**src/rtl/byte_lane_pkg.sv**
```systemverilog
package byte_lane_pkg;
  typedef enum logic [1:0] {
    PH_IDLE   = 2'd0,
    PH_FIRST  = 2'd1,
    PH_SECOND = 2'd2
  } phase_e;

  typedef enum logic [1:0] {
    LN_LOW  = 2'd0,
    LN_HIGH = 2'd1,
    LN_BOTH = 2'd2
  } lane_e;
endpackage

```
**src/rtl/bl_addr_gen.sv**
```systemverilog
module bl_addr_gen
  import byte_lane_pkg::*;
#(
  parameter int AW = 20
) (
  input  phase_e          phase,
  input  logic            word,
  input  logic [AW-1:0]   addr,
  output logic            cyc,
  output logic [AW-1:0]   cyc_addr,
  output lane_e           lane
);
  localparam logic [AW-1:0] ONE = AW'(1);

  always_comb begin
    cyc      = 1'b0;
    cyc_addr = '0;
    lane     = LN_LOW;
    unique case (phase)
      PH_FIRST: begin
        cyc      = 1'b1;
        cyc_addr = addr;
        if (addr[0])   lane = LN_HIGH;
        else if (word) lane = LN_BOTH;
        else           lane = LN_LOW;
      end
      PH_SECOND: begin
        cyc      = 1'b1;
        cyc_addr = addr + ONE;
        lane     = LN_LOW;
      end
      default: ;
    endcase
  end
endmodule

```
**src/rtl/bl_wr_steer.sv**
```systemverilog
module bl_wr_steer
  import byte_lane_pkg::*;
#(
  parameter int DW = 16
) (
  input  lane_e          lane,
  input  logic           second,
  input  logic [DW-1:0]  wdata,
  output logic [DW-1:0]  lanes
);
  localparam int BW = DW / 2;

  always_comb begin
    lanes = '0;
    unique case (lane)
      LN_BOTH: lanes = wdata;
      LN_HIGH: lanes[DW-1:BW] = wdata[BW-1:0];
      default: lanes[BW-1:0]  = second ? wdata[DW-1:BW] : wdata[BW-1:0];
    endcase
  end
endmodule

```
**src/rtl/bl_rd_merge.sv**
```systemverilog
module bl_rd_merge
  import byte_lane_pkg::*;
#(
  parameter int DW = 16
) (
  input  lane_e              lane,
  input  logic               second,
  input  logic [DW/2-1:0]    held,
  input  logic [DW-1:0]      bus_rdata,
  output logic [DW-1:0]      merged
);
  localparam int BW = DW / 2;

  always_comb begin
    merged = '0;
    if (second) begin
      merged = {bus_rdata[BW-1:0], held};
    end else begin
      unique case (lane)
        LN_BOTH: merged = bus_rdata;
        LN_HIGH: merged[BW-1:0] = bus_rdata[DW-1:BW];
        default: merged[BW-1:0] = bus_rdata[BW-1:0];
      endcase
    end
  end
endmodule

```
**src/rtl/byte_lane_bif.sv**
```systemverilog
module byte_lane_bif
  import byte_lane_pkg::*;
#(
  parameter int AW = 20,
  parameter int DW = 16
) (
  input  logic           clk,
  input  logic           rst_n,
  input  logic           req_valid,
  input  logic           req_write,
  input  logic           req_word,
  input  logic [AW-1:0]  req_addr,
  input  logic [DW-1:0]  req_wdata,
  output logic           req_done,
  output logic [DW-1:0]  req_rdata,
  output logic           bus_cyc,
  output logic           bus_we,
  output logic [AW-1:0]  bus_addr,
  output logic           bus_bhe_n,
  output logic [DW-1:0]  bus_wdata,
  input  logic [DW-1:0]  bus_rdata
);
  localparam int BW = DW / 2;

  phase_e          phase_q, phase_d;
  logic            wr_q, word_q;
  logic [AW-1:0]   addr_q;
  logic [DW-1:0]   wdata_q;
  logic [BW-1:0]   held_q, held_d;
  logic [DW-1:0]   rdata_q, rdata_d;
  logic            done_q, done_d;

  logic            accept, split, last_cyc, cap_held, second;
  logic            cyc;
  logic [AW-1:0]   cyc_addr;
  lane_e           lane;
  logic [DW-1:0]   steer_data, merged;

  assign accept = (phase_q == PH_IDLE) && req_valid;
  assign split  = word_q && addr_q[0];
  assign second = (phase_q == PH_SECOND);

  bl_addr_gen #(.AW(AW)) u_addr (
    .phase    (phase_q),
    .word     (word_q),
    .addr     (addr_q),
    .cyc      (cyc),
    .cyc_addr (cyc_addr),
    .lane     (lane)
  );

  bl_wr_steer #(.DW(DW)) u_steer (
    .lane   (lane),
    .second (second),
    .wdata  (wdata_q),
    .lanes  (steer_data)
  );

  bl_rd_merge #(.DW(DW)) u_merge (
    .lane      (lane),
    .second    (second),
    .held      (held_q),
    .bus_rdata (bus_rdata),
    .merged    (merged)
  );

  // next-state logic
  always_comb begin
    phase_d  = phase_q;
    last_cyc = 1'b0;
    cap_held = 1'b0;
    unique case (phase_q)
      PH_IDLE:   if (accept) phase_d = PH_FIRST;
      PH_FIRST: begin
        if (split) begin
          phase_d  = PH_SECOND;
          cap_held = 1'b1;
        end else begin
          phase_d  = PH_IDLE;
          last_cyc = 1'b1;
        end
      end
      PH_SECOND: begin
        phase_d  = PH_IDLE;
        last_cyc = 1'b1;
      end
      default:   phase_d = PH_IDLE;
    endcase
    done_d  = last_cyc;
    held_d  = cap_held ? bus_rdata[DW-1:BW] : held_q;
    rdata_d = (last_cyc && !wr_q) ? merged : rdata_q;
  end

  // state registers
  always_ff @(posedge clk or negedge rst_n) begin
    if (!rst_n) begin
      phase_q <= PH_IDLE;
      done_q  <= 1'b0;
      held_q  <= '0;
      rdata_q <= '0;
    end else begin
      phase_q <= phase_d;
      done_q  <= done_d;
      held_q  <= held_d;
      rdata_q <= rdata_d;
    end
  end

  // request capture with explicit enable
  always_ff @(posedge clk or negedge rst_n) begin
    if (!rst_n) begin
      wr_q    <= 1'b0;
      word_q  <= 1'b0;
      addr_q  <= '0;
      wdata_q <= '0;
    end else if (accept) begin
      wr_q    <= req_write;
      word_q  <= req_word;
      addr_q  <= req_addr;
      wdata_q <= req_wdata;
    end
  end

  assign req_done  = done_q;
  assign req_rdata = rdata_q;
  assign bus_cyc   = cyc;
  assign bus_we    = cyc && wr_q;
  assign bus_addr  = cyc ? cyc_addr : '0;
  assign bus_bhe_n = !(cyc && (lane == LN_HIGH || lane == LN_BOTH));
  assign bus_wdata = (cyc && wr_q) ? steer_data : '0;
endmodule

```
**config.mk**
```make
export PLATFORM = sky130hd
export DESIGN_NAME = byte_lane_bif
export DESIGN_NICKNAME = d
export VERILOG_FILES = /design/src/rtl/byte_lane_pkg.sv /design/src/rtl/bl_addr_gen.sv /design/src/rtl/bl_wr_steer.sv /design/src/rtl/bl_rd_merge.sv /design/src/rtl/byte_lane_bif.sv
export SDC_FILE = /design/constraint.sdc
export NUM_CORES = 1
export LEC_CHECK = 0
export BUFFER_PORTS_ARGS = -buffer_cell sky130_fd_sc_hd__buf_2
export CAP_MARGIN = 20
export CORE_UTILIZATION = 52
export CTS_CLUSTER_DIAMETER = 30
export DETAILED_ROUTE_END_ITERATION = 7
export PLACE_DENSITY = 0.85
export RECOVER_POWER = 25
export SYNTH_ARGS = -nofsm -noshare
export SYNTH_HDL_FRONTEND = slang
export SYNTH_SLANG_ARGS = --single-unit
```
**constraint.sdc**
```tcl
create_clock -name clk -period 2.85 [get_ports clk]
set_clock_uncertainty 0.15 [all_clocks]
set_input_delay 0.1425 -clock clk [delete_from_list [all_inputs] [get_ports clk]]
set_output_delay 0.1425 -clock clk [all_outputs]
set_load 0.01 [all_outputs]
```
==> impl_results.md, run 1 <==
* Final period util at 95.7%
* Yosys cell types at 45
* PD cells at 1020 nW/um^2
* Clock buffer count from CTS at 9
* Main flop type after synthesis: dfrtp_1
* Placed Cells incl. Taps at 579
* Antenna violations before repair at 0
* Proportion of layout cells with a drive suffix above 1 at 33.0%
* CP startpoint: phase_q[1]
* CP startpoint kind: flip-flop
* Critical Path Max Stage Delay at 390 ps
* Pleak at 2.34 nW
* Vias in the first global route at 3646
* Max-slew violation count at 29
* Port bufs at 112
* Path depth of the worst reg2reg path at 10
* Vias post-DR at 3771
* FF+latch count, synth at 65
* Initial Util at 54.5%
* Seq/Total Area, Yosys at 43.4%
* Worst hold path depth at 2
* Final setup fails at 0
* Fmax achieved at 367 MHz
* Mapped cell area at 3740 um^2
* Hold WC Path Type: reg2reg
* Layout Nets at 613
* Crit-path slowest cell: dfrtp_1
* Fraction of registers with async set or reset after synthesis at 100%
* Critical R2R Launch: phase_q[1]
* N_diodes at 0
* Commonest non-fill, non-tap cell in the layout: buf_2
* First-pass GRT wire length at 17500 um
* Final std cells w/o fill at 651
* Crit Path Category: reg2out
* Routed Antenna Nets at 0
* RSZ-0062 raised after global routing: no
* Hold EP: req_rdata[9]
* Rel. slew slack at -13.2%
* Clk pin slew, worst setup/hold paths at 70 ps
* Most frequent cells in the layout: 94 x buf_2, 65 x dfrtp_1, 56 x dlygate4sd3_1
* Root Driver: clkbuf_8
* Largest net degree at the start of global routing at 39
* Gr ovfl total at 0
* Final WL at 11200 um
* Hold Fails Final Rpt at 0
* Num ports at 113
* # Post-CTS Setup Buffers at 0
* Worst skew pair latency at 350 ps
* Critical Path AT at 2440 ps
* Worst endpoint required time at 2560 ps
* Fin util at 74.9%
* GRT Resource Usage Total at 30.3%
* Core area at 6870 um^2
* Layout overhead on the synthesized area at 37.4%
* Residual DRC at 0
* Die ar. at 7540 um^2
* H-tree Lvls at 3
* Mapped Cells at 390
* DIE WIDTH at 86.9 um
* Setup crit end kind: primary output
* Status: finished, violations left
* Gpl congestion at 0.890
* Max Root-Sink Buffers at 2
* Worst hold start: req_rdata[9]
* Iter 0 DRT Violations at 299
* Wirelength per Cell at 17.2 um
* Critical Path Fanout Max at 17
* IR drop worst, VDD at 0.545 mV
* Max Cap Violations at 1
* Crit path cell chain: inv_1 -> ha_4 -> nand3b_1 -> ha_1 -> buf_4 -> or2_2 -> nor2_1 -> buf_2
* Slew @ Worst Pin at 1700 ps
* Post-synth EDFFs at 0
* Setup TNS at 0 ps
* Syn_area_per_cell at 9.60 um^2
* Syn_nets at 453
* DP Wirelength at 6730 um
* Yosys warns at 0
* Die Y at 86.9 um
* Cell Rows at 30
* TritonCTS Sinks at 65
* Vias/cell at 5.79
* Min cycle time layout at 2730 ps
* Worst flop-to-flop path endpoint: req_rdata[6]
* CTS tree: done
* Initial DRT Pass Iterations at 5
* Reg2Reg Setup Slack at 520 ps
* Failing checks: capacitance limit, slew limit
[power breakdown]
part           leakage, nW  internal, mW  switching, mW
logic                 1.45          1.22           1.39
registers            0.784          1.36          0.475
clock network        0.103         0.452          0.371
[final cells by class]
cell class,count,area (um^2)
clock inverters,4,51.3
repair buffers,176,1170
multi-input cells,291,1990
well taps,96,120
inverters,7,26.3
fillers,484,1720
flip-flops and latches,65,1630
clock buffers,12,155
[worst max-delay path by stage]
stage | end | slack, ps | cells after the start
6_report | bus_wdata[12] | 120 | 8
5_1_grt | bus_wdata[14] | 20 | 9
4_1_cts | bus_wdata[12] | 8 | 8
3_5_place_dp | bus_wdata[2] | 390 | 11
3_3_place_gp | bus_wdata[10] | 500 | 9
2_1_floorplan | bus_wdata[10] | 600 | 9
[logic make-up after synthesis]
logic type | synth area share, %
multiplexers | 18.9
flip-flops | 43.4
AO/OA/AOI/OAI | 14.4
AND/OR/NAND/NOR | 16.6
buffers and inverters | 3.94
adder cells (fa/ha/maj) | 2.00
XOR/XNOR | 0.702
[sequential cells by signal, indices dropped and copies added, names as in the netlist]
| register | cells |
|---|---|
| req_done | 1 |
| wdata_q | 16 |
| word_q | 1 |
| held_q | 8 |
| req_rdata | 16 |
| wr_q | 1 |
| phase_q | 2 |
| addr_q | 20 |
[through the flow]
step	hold WS [ps]	total power, mW	worst slack (ps)	instance area [um^2]
floorplan	-303	3.49	597	3740
detailed placement	67.5	4.28	391	4380
global placement	50.2	4.16	502	4380
CTS	231	5.16	8.22	5140
global route	364	5.59	16.3	5140
finish	336	5.26	122	5140
[synthesized netlist by cell type (2+ instances only)]
library cell,n,area share [%]
dfrtp_1,65,43
mux2_2,54,16
nand2_1,40,4.0
nor2_1,37,3.7
o21ai_0,26,3.5
a21oi_1,24,3.2
clkbuf_1,18,1.8
and3_1,13,2.2
a22oi_1,12,2.4
mux2i_1,10,2.7
nand3_1,10,1.3
buf_2,7,0.94
inv_1,7,0.70
nand4_1,7,1.2
ha_1,6,2.0
a31oi_1,5,0.84
nor3_1,5,0.67
nor2b_1,4,0.67
and2_1,3,0.50
o21a_1,3,0.60
o311ai_0,3,0.70
a31o_2,2,0.47
a32oi_1,2,0.47
nand2b_1,2,0.33
nand3_2,2,0.53
nor4_1,2,0.33
o211ai_1,2,0.40
xnor2_1,2,0.47
[timing repair]
item                                   4_1_cts  5_1_grt
resized for setup                            0        5
endpoints found under the hold margin       83        0
setup endpoints to repair                    0       17
hold buffers                                56        0
[critical path, delay by kind of cell, from the launching register on]
family,cells,cell delay [ps]
adder cells (fa/ha/maj),2,530
buffers and inverters,3,490
flip-flops,1,390
AND/OR/NAND/NOR,3,660
[routing by layer]
layer | global-route usage (%) | vias to the layer above | wire length, um
met5 | 0 | - | 0
met1 | 36.8 | 1778 | 4420
met2 | 50.7 | 220 | 5540
li1 | - | 1723 | -
met4 | 15.2 | 0 | 493
met3 | 7.01 | 50 | 741
No activity file was read; power rests on OpenSTA's default activity.
==> run 2, diff against run 1 <==
--- a/config.mk
+++ b/config.mk
@@ -5,11 +5,13 @@
 export SDC_FILE = /design/constraint.sdc
 export NUM_CORES = 1
 export LEC_CHECK = 0
-export BUFFER_PORTS_ARGS = -buffer_cell sky130_fd_sc_hd__buf_2
+export BUFFER_PORTS_ARGS = -buffer_cell sky130_fd_sc_hd__clkbuf_2
 export CAP_MARGIN = 20
+export CORE_ASPECT_RATIO = 1.4
 export CORE_UTILIZATION = 52
 export CTS_CLUSTER_DIAMETER = 30
 export DETAILED_ROUTE_END_ITERATION = 7
+export GPL_ROUTABILITY_DRIVEN = 0
 export PLACE_DENSITY = 0.85
 export RECOVER_POWER = 25
 export SYNTH_ARGS = -nofsm -noshare
==> run 2 against run 1 <==
Compared with the run above: the run still ends with capacitance limit, slew limit left; sequential power about the same; critical path type unchanged; sequential cell count unchanged; utilization decreased by 1.4 points.
==> impl_results.md, run 2 (synthesized netlist as in run 1, its figures left out) <==
* Status: finished, violations left
* Failing checks: capacitance limit, slew limit
* Die ar. at 7550 um^2 (about the same)
* Final std cells w/o fill at 650 (-0.15%)
* Critical Path Max Stage Delay at 400 ps (about the same)
* Critical Path Fanout Max at 10 (-7)
* Path depth of the worst reg2reg path at 10 (unchanged)
* CTS tree: done
* Hold WC Path Type: reg2reg
* IR drop worst, VDD at 0.586 mV (+7.5%)
* Vias post-DR at 3653 (-3.1%)
* Initial DRT Pass Iterations at 5 (unchanged)
* Gr ovfl total at 0 (unchanged)
* Routed Antenna Nets at 0 (unchanged)
* Area after DPL at 4390 um^2 (+0.26%)
* Biggest register: addr_q
* Max-slew violation count at 29 (unchanged)
* Worst flop-to-flop path endpoint: req_rdata[3]
* Root Driver: clkbuf_8
* Sum of buffers and inverters on the critical path at 3 (unchanged)
* Max reg flops at 20 (unchanged)
* TritonCTS Sinks at 65 (unchanged)
* Clk pin slew, worst setup/hold paths at 70 ps (about the same)
* Cell Rows at 36 (+20%)
* Crit path depth at 8 (unchanged)
* Crit Path Category: reg2out
* Max Root-Sink Buffers at 2 (unchanged)
* First-pass GRT wire length at 16600 um (-4.7%)
* GRT Resource Usage Total at 29.2% (-1.2 points)
* DP Wirelength at 6670 um (-0.89%)
* Setup crit end kind: primary output
* Worst setup path endpoint: bus_wdata[14]
* Final Instance Area at 5130 um^2 (-0.32%)
* CP startpoint: phase_q[1]
* N_diodes at 0 (unchanged)
* Iter 0 DRT Violations at 211 (-29%)
* Max Cap Violations at 1 (unchanged)
* Num ports at 113 (unchanged)
* Crit path cell chain: inv_1 -> ha_2 -> nand2_1 -> inv_1 -> ha_2 -> or2_2 -> nor2_1 -> clkbuf_2
* Initial Util at 53.6% (-0.88 points)
* Placed Cells incl. Taps at 578 (-0.17%)
* Critical Path AT at 2440 ps (about the same)
* Antenna violations before repair at 0 (unchanged)
* Total power at 5.07 mW (-3.5%)
* Wirelength per Cell at 15.8 um (-8.3%)
* Port bufs at 112 (unchanged)
* H-tree Lvls at 3 (unchanged)
* Slew @ Worst Pin at 1640 ps (-59.9 ps)
* Reg2Reg Setup Slack at 500 ps (-20 ps)
* Worst endpoint required time at 2560 ps (about the same)
* Fin Hold WS at 327 ps (-9.15 ps)
* Pleak at 2.32 nW (-0.88%)
* DIE WIDTH at 73.7 um (-15%)
* Final WL at 10200 um (-8.5%)
* Min cycle time layout at 2730 ps (+2.28 ps)
* Layout Nets at 613 (unchanged)
* Final period util at 95.8% (about the same)
* Crit-path slowest cell: or2_2
* Core area at 6980 um^2 (+1.6%)
* Largest net degree at the start of global routing at 38 (-2.6%)
* Most frequent cells in the layout: 96 x clkbuf_2, 65 x dfrtp_1, 56 x dlygate4sd3_1
* Setup TNS at 0 ps (unchanged)
* Rel. slew slack at -9.23% (+4.0 points)
* CP startpoint kind: flip-flop
* Residual DRC at 0 (unchanged)
* Vias/cell at 5.62 (-3.0%)
* Clock buffer count from CTS at 9 (unchanged)
* Die Y at 102 um (+18%)
* Critical R2R Launch: phase_q[1]
* Proportion of layout cells with a drive suffix above 1 at 33.2% (+0.18 points)
* Hold Fails Final Rpt at 0 (unchanged)
* Worst skew pair latency at 350 ps (about the same)
* CP top delay family: simple AND/OR/NAND/NOR gates
* Layout overhead on the synthesized area at 37.0%
* Fmax achieved at 366 MHz (about the same)
* RSZ-0062 raised after global routing: yes
* Vias in the first global route at 3609 (-1.0%)
* Final setup fails at 0 (unchanged)
* Commonest non-fill, non-tap cell in the layout: clkbuf_2
* PD cells at 989 nW/um^2 (-3.2%)
## run 2: changes by cell type in the layout (fill, tap and decap cells not counted), sizes merged
cell	previous run	this run
clkinvlp	1	3
clkbuf	30	124
bufinv	1	0
buf	102	8
clkinv	2	1
## run 2: timing repair
item / in CTS / in global routing
setup endpoints to repair: 2 / 8
hold buffers: 56 / 0
gates cloned: 0 / 0
endpoints found under the hold margin: 84 / 0
setup buffers: 0 / 0
gates resized for setup: 2 / 2
## run 2: area by class of cell
type                    instances  area [um^2]
clock buffers                  12          155
clock inverters                 4         27.5
fillers                       520         1850
inverters                       7         26.3
multi-input cells             291         1990
flip-flops and latches         65         1630
well taps                      95          119
repair buffers                176         1190
## run 2: metrics by stage
stage | util, % | worst slack [ps]
final | 73.5 | 119
after global routing | 73.5 | -53.8
after CTS | 73.6 | 94.7
after detailed placement | 62.8 | 399
after floorplan | - | 597
after global placement | 62.8 | 496
## run 2: tightest hold or removal path: cells and delay by family (launching register included)
kind	cells	cell delay, ps
AOI/OAI and AO/OA	1	60
DFF	1	340
and+or+nand+nor	1	40
## run 2: layer usage
layer | GRT usage, % | part of all wire [%] | up-vias
li1 | - | - | 1720
met3 | 6.61 | 5.3 | 37
met5 | 0 | 0 | -
met2 | 51.0 | 53 | 177
met1 | 32.7 | 38 | 1719
met4 | 15.2 | 3.7 | 0
## run 2: how the worst min path moves through the flow
stage / start / end / slack, ps / depth (start not counted)
3_5_place_dp: rst_n / addr_q[11] / 60 / 1
4_1_cts: rst_n / addr_q[11] / 210 / 2
6_report: req_rdata[0] / req_rdata[0] / 330 / 2
5_1_grt: req_rdata[15] / req_rdata[15] / 360 / 2
2_1_floorplan: rst_n / addr_q[0] / -300 / 0
3_3_place_gp: rst_n / addr_q[7] / 50 / 1
## run 2: power by group
| part | internal, mW | switching (mW) |
|---|---|---|
| Clock | 0.361 | 0.361 |
| Sequential | 1.36 | 0.453 |
| Combinational | 1.21 | 1.33 |
| Total | 2.93 | 2.15 |
